`config.mk`:
```
export PLATFORM = sky130hd
export DESIGN_NAME = wsreg_seq
export DESIGN_NICKNAME = d
export VERILOG_FILES = /design/src/rtl/wsseq_pkg.sv /design/src/rtl/wsseq_timer.sv /design/src/rtl/wsseq_agen.sv /design/src/rtl/wsseq_adder.sv /design/src/rtl/wsreg_seq.sv
export SDC_FILE = /design/constraint.sdc
export NUM_CORES = 1
export LEC_CHECK = 0
export ABC_AREA = 1
export BUFFER_PORTS_ARGS = -buffer_cell sky130_fd_sc_hd__buf_2
export CORE_UTILIZATION = 55
export CTS_CLUSTER_DIAMETER = 50
export DETAILED_ROUTE_END_ITERATION = 10
export PLACE_DENSITY = 0.89
export RECOVER_POWER = 50
export REMOVE_ABC_BUFFERS = 1
export SYNTH_ARGS = -nofsm -noshare
export SYNTH_HDL_FRONTEND = slang
export SYNTH_SLANG_ARGS = --single-unit
```
`constraint.sdc`:
```
create_clock -name clk -period 5.21 [get_ports clk]
set_input_delay 1.563 -clock clk [delete_from_list [all_inputs] [get_ports clk]]
set_output_delay 1.563 -clock clk [all_outputs]
set_load 0.1 [all_outputs]
```
`src/rtl/wsseq_pkg.sv`:
```
// Shared types for the workspace-register add sequencer.
// Assumes a fixed seven-machine-cycle schedule; even cycles touch memory.
package wsseq_pkg;

    typedef enum logic [2:0] {
        MC_FETCH  = 3'd0,
        MC_DECODE = 3'd1,
        MC_RDA    = 3'd2,
        MC_SETUP  = 3'd3,
        MC_RDB    = 3'd4,
        MC_ADD    = 3'd5,
        MC_WRITE  = 3'd6
    } mcyc_e;

endpackage

```
`src/rtl/wsseq_timer.sv`:
```
// Machine-cycle timer: walks MC_FETCH..MC_WRITE, CLK_PER_MC clocks each.
// Assumes start is ignored while an instruction is running.
module wsseq_timer
    import wsseq_pkg::*;
#(
    parameter int CLK_PER_MC = 2
) (
    input  logic  clk,
    input  logic  rst_n,
    input  logic  start,
    output logic  busy,
    output mcyc_e mc,
    output logic  last_clk,
    output logic  done
);
    localparam int SUB_W = (CLK_PER_MC > 1) ? $clog2(CLK_PER_MC) : 1;
    localparam logic [SUB_W-1:0] SUB_LAST = SUB_W'(CLK_PER_MC - 1);

    logic [SUB_W-1:0] sub_q;

    // Purpose: advance the sub-clock and machine-cycle counters.
    always_ff @(posedge clk) begin
        if (!rst_n) begin
            busy  <= 1'b0;
            sub_q <= '0;
            mc    <= MC_FETCH;
        end else if (!busy) begin
            if (start) begin
                busy  <= 1'b1;
                sub_q <= '0;
                mc    <= MC_FETCH;
            end
        end else if (sub_q == SUB_LAST) begin
            sub_q <= '0;
            if (mc == MC_WRITE) begin
                busy <= 1'b0;
                mc   <= MC_FETCH;
            end else begin
                mc <= mcyc_e'(mc + 3'd1);
            end
        end else begin
            sub_q <= sub_q + SUB_W'(1);
        end
    end

    // Purpose: flag the final clock of a machine cycle and of the instruction.
    always_comb begin
        last_clk = busy && (sub_q == SUB_LAST);
        done     = last_clk && (mc == MC_WRITE);
    end

endmodule

```
`src/rtl/wsseq_agen.sv`:
```
// Address and strobe generator: maps the machine cycle to a bus access.
// Assumes register n lives at WP + n * (DW/8) bytes.
module wsseq_agen
    import wsseq_pkg::*;
#(
    parameter int AW     = 16,
    parameter int DW     = 16,
    parameter int RIDX_W = 4
) (
    input  logic              busy,
    input  mcyc_e             mc,
    input  logic [AW-1:0]     pc,
    input  logic [AW-1:0]     wp,
    input  logic [RIDX_W-1:0] ra,
    input  logic [RIDX_W-1:0] rb,
    output logic [AW-1:0]     addr,
    output logic              rd,
    output logic              wr
);
    localparam int BYTES = DW / 8;
    localparam int SHIFT = (BYTES > 1) ? $clog2(BYTES) : 0;

    logic [AW-1:0] a_addr;
    logic [AW-1:0] b_addr;

    // Purpose: workspace byte addresses of both register operands.
    always_comb begin
        a_addr = wp + (AW'(ra) << SHIFT);
        b_addr = wp + (AW'(rb) << SHIFT);
    end

    // Purpose: select address and strobe for the current machine cycle.
    always_comb begin
        addr = '0;
        rd   = 1'b0;
        wr   = 1'b0;
        if (busy) begin
            case (mc)
                MC_FETCH: begin addr = pc;     rd = 1'b1; end
                MC_RDA:   begin addr = a_addr; rd = 1'b1; end
                MC_RDB:   begin addr = b_addr; rd = 1'b1; end
                MC_WRITE: begin addr = a_addr; wr = 1'b1; end
                default:  begin addr = '0; end
            endcase
        end
    end

endmodule

```
`src/rtl/wsseq_adder.sv`:
```
// Word adder with carry-out and zero detect.
// Assumes unsigned operands of DW bits.
module wsseq_adder #(
    parameter int DW = 16
) (
    input  logic [DW-1:0] a,
    input  logic [DW-1:0] b,
    output logic [DW-1:0] sum,
    output logic          carry,
    output logic          zero
);
    logic [DW:0] full;

    // Purpose: form the extended sum and its flags.
    always_comb begin
        full  = {1'b0, a} + {1'b0, b};
        sum   = full[DW-1:0];
        carry = full[DW];
        zero  = (full[DW-1:0] == '0);
    end

endmodule

```
`src/rtl/wsreg_seq.sv`:
```
// Workspace-register add sequencer top. On-chip state: PC, WP, flags.
// General registers live in external memory at WP + 2n.
// Assumes memory returns read data in the second clock of a read cycle.
module wsreg_seq
    import wsseq_pkg::*;
#(
    parameter int          AW         = 16,
    parameter int          DW         = 16,
    parameter int          NREG       = 16,
    parameter int          CLK_PER_MC = 2,
    parameter logic [15:0] RESET_PC   = 16'h0100,
    parameter logic [15:0] RESET_WP   = 16'h0200
) (
    input  logic          clk,
    input  logic          rst_n,
    input  logic          start,
    input  logic          ld_wp,
    input  logic [AW-1:0] wp_in,
    input  logic [DW-1:0] mem_rdata,
    output logic [AW-1:0] mem_addr,
    output logic          mem_rd,
    output logic          mem_wr,
    output logic [DW-1:0] mem_wdata,
    output logic          busy,
    output logic          done,
    output logic [AW-1:0] pc_out,
    output logic [AW-1:0] wp_out,
    output logic          st_c,
    output logic          st_z
);
    localparam int            RIDX_W  = $clog2(NREG);
    localparam int            FIELD_W = 2 * RIDX_W;
    localparam logic [AW-1:0] PC_STEP = AW'(DW / 8);

    mcyc_e               mc;
    logic                last_clk;
    logic [AW-1:0]       pc_q;
    logic [AW-1:0]       wp_q;
    logic [FIELD_W-1:0]  ir_q;
    logic [DW-1:0]       opa_q;
    logic [DW-1:0]       opb_q;
    logic [DW-1:0]       res_q;
    logic                c_q;
    logic                z_q;
    logic [DW-1:0]       sum;
    logic                sum_c;
    logic                sum_z;
    logic [RIDX_W-1:0]   ra;
    logic [RIDX_W-1:0]   rb;

    wsseq_timer #(.CLK_PER_MC(CLK_PER_MC)) u_timer (
        .clk      (clk),
        .rst_n    (rst_n),
        .start    (start),
        .busy     (busy),
        .mc       (mc),
        .last_clk (last_clk),
        .done     (done)
    );

    // Purpose: split the captured instruction into the two register fields.
    always_comb begin
        ra = ir_q[FIELD_W-1:RIDX_W];
        rb = ir_q[RIDX_W-1:0];
    end

    wsseq_agen #(.AW(AW), .DW(DW), .RIDX_W(RIDX_W)) u_agen (
        .busy (busy),
        .mc   (mc),
        .pc   (pc_q),
        .wp   (wp_q),
        .ra   (ra),
        .rb   (rb),
        .addr (mem_addr),
        .rd   (mem_rd),
        .wr   (mem_wr)
    );

    wsseq_adder #(.DW(DW)) u_add (
        .a     (opa_q),
        .b     (opb_q),
        .sum   (sum),
        .carry (sum_c),
        .zero  (sum_z)
    );

    // Purpose: workspace pointer, reloadable only while idle.
    always_ff @(posedge clk) begin
        if (!rst_n) begin
            wp_q <= AW'(RESET_WP);
        end else if (ld_wp && !busy) begin
            wp_q <= wp_in;
        end
    end

    // Purpose: capture bus data and results at the end of each machine cycle.
    always_ff @(posedge clk) begin
        if (!rst_n) begin
            pc_q  <= AW'(RESET_PC);
            ir_q  <= '0;
            opa_q <= '0;
            opb_q <= '0;
            res_q <= '0;
            c_q   <= 1'b0;
            z_q   <= 1'b0;
        end else if (last_clk) begin
            case (mc)
                MC_FETCH: begin
                    ir_q <= mem_rdata[FIELD_W-1:0];
                    pc_q <= pc_q + PC_STEP;
                end
                MC_RDA: opa_q <= mem_rdata;
                MC_RDB: opb_q <= mem_rdata;
                MC_ADD: begin
                    res_q <= sum;
                    c_q   <= sum_c;
                    z_q   <= sum_z;
                end
                default: ;
            endcase
        end
    end

    // Purpose: drive the architectural outputs.
    always_comb begin
        mem_wdata = res_q;
        pc_out    = pc_q;
        wp_out    = wp_q;
        st_c      = c_q;
        st_z      = z_q;
    end

endmodule

```
## Word level (Yosys, flattened, before mapping)

Index checks and enable logic that the tools add are counted.

- Memory bits (read-only): 0
- Output and inout bits: 70
- Bits in latches: 0
- Memory bits (writable): 0
- Flip-flop bits (word level): 95
- Memories kept: 0
- Logic and storage cells: 53

- Add/subtract/negate cells: 6
- Shift operators: 0
- Equal/unequal tests: 5
- Reduce and logical (&&, ||, !) cells: 14
- Divide/modulo/power cells: 0
- Mux-type cells: 17
- Multipliers: 0
- Bitwise gates (word level): 0
- $lt $le $gt $ge: 0

Operators with widths:

| kind | count |
|---|---|
| $pmux 16 s3 | 1 |
| $add 16x5->16 | 2 |
| $add 16x16->17 | 1 |
| $add 16x2->16 const B | 1 |
| $logic_not 16->1 | 1 |
| $mux 16 | 1 |
| $mux 3 | 4 |
| $mux 1 | 11 |
| $reduce_and 2->1 | 5 |
| $eq 3x3->1 const B | 3 |
| $add 3x1->3 const B | 1 |
| $eq 3x2->1 const B | 1 |
| $logic_and 1x1->1 | 3 |
| $logic_not 3->1 | 1 |
| $reduce_or 3->1 | 1 |
| $ne 2x2->1 const B | 1 |
| $reduce_bool 2->1 | 1 |
| $reduce_or 2->1 | 1 |
| $add 1x1->1 const B | 1 |
| $logic_not 1->1 | 1 |

## Depth between registers and ports, before layout

- Depth after elaboration: 4
- Gate-level depth with buffers: 18
- Gate-level depth less buffers: 18

## Hierarchy

From an unflattened synthesis, not the netlist that was laid out.

- Cells, all modules: 829
- Area total of the unflattened synthesis: 5505.3 µm²

Modules (own cells, without submodules):

| module | cells each | times used | area an instance (µm²) |
|---|---|---|---|
| wsreg_seq | 445 | 1 | 3362.0 |
| wsseq_adder | 201 | 1 | 1048.5 |
| wsseq_agen | 154 | 1 | 864.6 |
| wsseq_timer | 29 | 1 | 230.2 |

## Worst setup path before layout

No wires, ideal clock.

- Kind: register -> output
- Start: register wp_q[1], in the netlist wp_out[1]
- End: output port mem_addr[13]
- Slack: -0.228 ns
- Cell stages (with the launch flop): 15
- Buffers on the path: 0
- Arrival: 3.875 ns
- Path through: dfxtp_1 > ha_1 > fa_1 > nand2_1 > nand2_1 > nand2_1 > nand2_1 > nand3_1 > nor2_1 > nand2_1 > nor2_1 > inv_1 > o21ai_0 > nand2_1 > a21oi_1

- Cells in the longest elaborated chain, start to end: 3
- Elaborated cells between the ends (all ways): 4
- Classes of those cells: add/sub (2); mux (2)

Ends and longest elaborated chain:

| element | line | RTL |
|---|---|---|
| from (decl) | wsreg_seq.sv:38 | `logic [AW-1:0] wp_q;` |
| from (signal assigned) | wsreg_seq.sv:90 | `wp_q <= AW'(RESET_WP);` |
| from (signal assigned) | wsreg_seq.sv:92 | `wp_q <= wp_in;` |
| $add 16x5->16 (on tied branches) | wsseq_agen.sv:28, wsseq_agen.sv:29 |  |
| $pmux 16 s3 (*) | wsseq_agen.sv:38 | `case (mc)` |
| $mux 16 (*) | wsseq_agen.sv:37 | `if (busy) begin` |
| to (decl) | wsreg_seq.sv:20 | `output logic [AW-1:0] mem_addr,` |

Mark *: on every way between the ends. The rest lies on a longest branch, timed or not.

## Worst setup path after layout

- Start: register u_timer.mc[1]
- End: output port mem_addr[13]

- Cells in the longest elaborated chain, start to end: 4
- Elaborated cells between the ends (all ways): 7
- Classes of those cells: eq/ne (3); mux (2); reduce/logical (2)

Ends and longest elaborated chain:

| element | line | RTL |
|---|---|---|
| from (decl) | wsseq_timer.sv:12 | `output mcyc_e mc,` |
| from (signal assigned) | wsseq_timer.sv:39 | `mc <= mcyc_e'(mc + 3'd1);` |
| $eq 3x2->1 / $eq 3x3->1 (equally long branches) | wsseq_agen.sv:38 |  |
| $reduce_or 2->1 (no line) | -- |  |
| $pmux 16 s3 (*) | wsseq_agen.sv:38 |  |
| $mux 16 (*) | wsseq_agen.sv:37 |  |

Marks and branches as above.

==> results.md <==
- Reg2Reg Setup Slack: 2850 ps
- ANT cells: 0
- Leading area contributor after synthesis: dfxtp_1
- VDD IR-drop max: 0.121 mV
- Final Cycle Share: 0.912
- CP max stage cell: dfxtp_1
- DP Worst Slack: 851 ps
- # H-tree levels: 3
- Row cnt: 34
- Cell Area, Placed: 0.00568 mm^2
- Nets: 925
- Syn Area/Cell: 6.62 um^2
- Post-Route Utilization: 0.669
- # port buffers: 104
- Post-Synthesis Cells: 774
- DPL Wire Length: 9140 um
- RD Place Congestion: 0.912
- RSZ-0062 raised after global routing: no
- Final Cell Area: 0.00592 mm^2
- Main flop type after synthesis: dfxtp_1
- Yosys Warn Count: 0
- Critical Path AT: 3190 ps
- Worst hold-check path type: reg2reg
- Outcome: complete, but fails checks
- Seq/Total Area, Yosys: 0.367
- NetSw: 419 uW
- Final setup vio count: 0
- Core Area: 0.00885 mm^2
- Distinct cells, synth: 36
- Total design power: 1500 uW
- Die area: 0.00970 mm^2
- GRT busiest layer: met2
- PD cells: 253 mW/mm^2
- GR Overflow Total: 0
- Startpoint types: flop
- Commonest non-fill, non-tap cell in the layout: nand2_1
- Max Cap Violations: 1
- Worst setup slack after layout: 457 ps
- GR Layer Usage met1: 0.354
- Largest net degree at the start of global routing: 56
- Drt drc: 10
- # clock sinks: 94
- CTS Buffer Depth: 2
- Comb pwr share: 0.124
- Worst clock skew: 13.8 ps
- Synth top area cells: dfxtp_1, nand2_1, nor2_1, o21ai_0, inv_1
- Top-area cell type share of the netlist area: 0.367
- Met2 usage: 0.425
- CP Class: reg2out
- Routed Antenna Nets: 0
- Clock power share: 0.378
- Via count: 5,224
- Worst Max-Slew Pin Slew: 1940 ps
- Sequential share of power: 0.498
- Crit path max-delay family: simple AND/OR/NAND/NOR gates
- Starting DRC count in detailed routing: 356
- Relative slew slack: -0.290
- Initial core utilization: 0.579
- Commonest non-fill, non-tap cells in the layout: nand2_1, nor2_1, buf_2
- Clk_lat worst skew: 370 ps
- Crit path largest cell delay: 430 ps
- Ports: 106
- Final slew viol count: 56
- Met3 global-route usage: 0.0383
- Syn Std Cell Area: 0.00512 mm^2
- CTS tree: yes
- Final WL: 12,400 um
- Hold-fix buffers at CTS: 0
- Crit. End Element: primary output
- Share of layout cells above drive strength 1: 0.160
- FFs w/ async S/R, synth: 0
- F_max: 0.210 GHz
- Final Hold Viols: 0
- WL/cell: 12.6 um
- WP buf/inv: 3
- Worst path required time: 3650 ps
- CP most frequent cell: nand2_1
- Vias/cell: 5.34
- Gr usage total: 0.261
- Cell Chain, Critical Path: inv_2 > nor2_4 > nand2_1 > o21ai_0 > ha_1 > fa_1 > nand2_1 > nand2_1 > nand2_1 > nand2_1 > nand3_1 > nor2_1 > nand2_1 > nor2_1 > inv_1 > o21ai_0 > nand2_1 > a21oi_1 > clkbuf_4
- Register bit total from synthesis: 94
- DIE WIDTH: 98.5 um
- Critical-path maximum fanout: 7
- Vias in the first global route: 4,681
- DRT Pass-1 Iters: 9
- Root Driver: clkbuf_8
- Initial antenna violation count: 0
- Global-route wire length before repair: 20,800 um
- Internal power: 1080 uW
- Crit path time final: 4750 ps
- Failing checks: DRC, capacitance limit, slew limit
- Area Overhead vs Synth: 15.5%
- Die Ht: 98.5 um
- Num CTS Buffers: 9
- EDFF count, synth: 0
- Switch share: 0.279
- CTS clock-pin slew for the worst setup and hold paths: 80 ps
- Leakage: 0.00296 uW
worst reg2reg max path: cells and delay by family (launching register included):
family                 cells  cell delay (ps)
buffers and inverters      2              890
flip-flops                 1              420
AND/OR/NAND/NOR            3              950
registers in the layout, summed over array words and instances, names as in the netlist:
register / flops
mem_wdata: 16
opa_q: 16
opb_q: 16
wp_out: 16
pc_out: 15
ir_q: 8
u_timer.mc: 3
st_c: 1
st_z: 1
u_timer.busy: 1
u_timer.sub_q: 1
timing repair:
action,4_1_cts,5_1_grt
resized for setup,0,1
endpoints found under the hold margin,0,0
buffers inserted,0,0
endpoints found under the setup margin,0,1
routing by layer:
metal	vias to the layer above	routed length [um]
met2	158	5570
met3	21	635
met5	-	0
met1	2369	5950
li1	2676	-
met4	0	210
cell type report:
class                           count  area, um^2
Fill cell                         809        2930
Multi-Input combinational cell    562        2780
Sequential cell                    94        1880
Timing Repair Buffer              105         526
Inverter                           94         353
Clock buffer                       12         165
Tap cell                          108         135
Clock inverter                      4        76.3
cell families after synthesis:
family                   after synthesis  synth area share
buffers and inverters                118            0.0887
AO/OA/AOI/OAI                        157             0.162
flip-flops                            94             0.367
XOR/XNOR                               4           0.00684
other                                  1          0.000732
adder cells (fa/ha/maj)               23            0.0591
AND/OR/NAND/NOR                      377             0.315
cell usage after synthesis (3+ instances only):
library cell and number:
nand3_1 33, or2_2 5, nor2_4 6, clkinv_1 3, o21ai_0 86, ha_1 21, buf_2 3, nand3b_1 5
nand4_1 10, clkbuf_1 18, inv_1 89, nand2_1 156, nor3_1 11, nor2_1 142, a21oi_1 54, dfxtp_1 94
o211ai_1 7
worst paths after layout:
kind / start / to / cells after the start
setup reg to reg: u_timer.busy$_SDFF_PN0_ / wp_out[1]$_SDFFE_PN0P_ / 5
hold reg to reg: ir_q[2]$_SDFFE_PN0P_ / ir_q[2]$_SDFFE_PN0P_ / 2
hold / removal: ir_q[2]$_SDFFE_PN0P_ / ir_q[2]$_SDFFE_PN0P_ / 2
setup / recovery: u_timer.mc[1]$_SDFFE_PN0P_ / mem_addr[13] / 19
metrics by stage:
step,hold WS (ps),instances,setup TNS (ps)
2_1_floorplan,424,750,-415
3_3_place_gp,449,963,0
3_5_place_dp,459,963,0
4_1_cts,471,979,0
5_1_grt,488,979,0
6_report,475,979,0
power groups by stage:
stage | Combinational (uW) | Sequential [uW] | Clock [uW]
4_1_cts | 186 | 746 | 569
5_1_grt | 198 | 748 | 600
6_report | 186 | 746 | 567
2_1_floorplan | 60.2 | 838 | 0
3_3_place_gp | 183 | 762 | 0
3_5_place_dp | 185 | 762 | 0
Note: power is estimated with default switching activity, not from simulation.
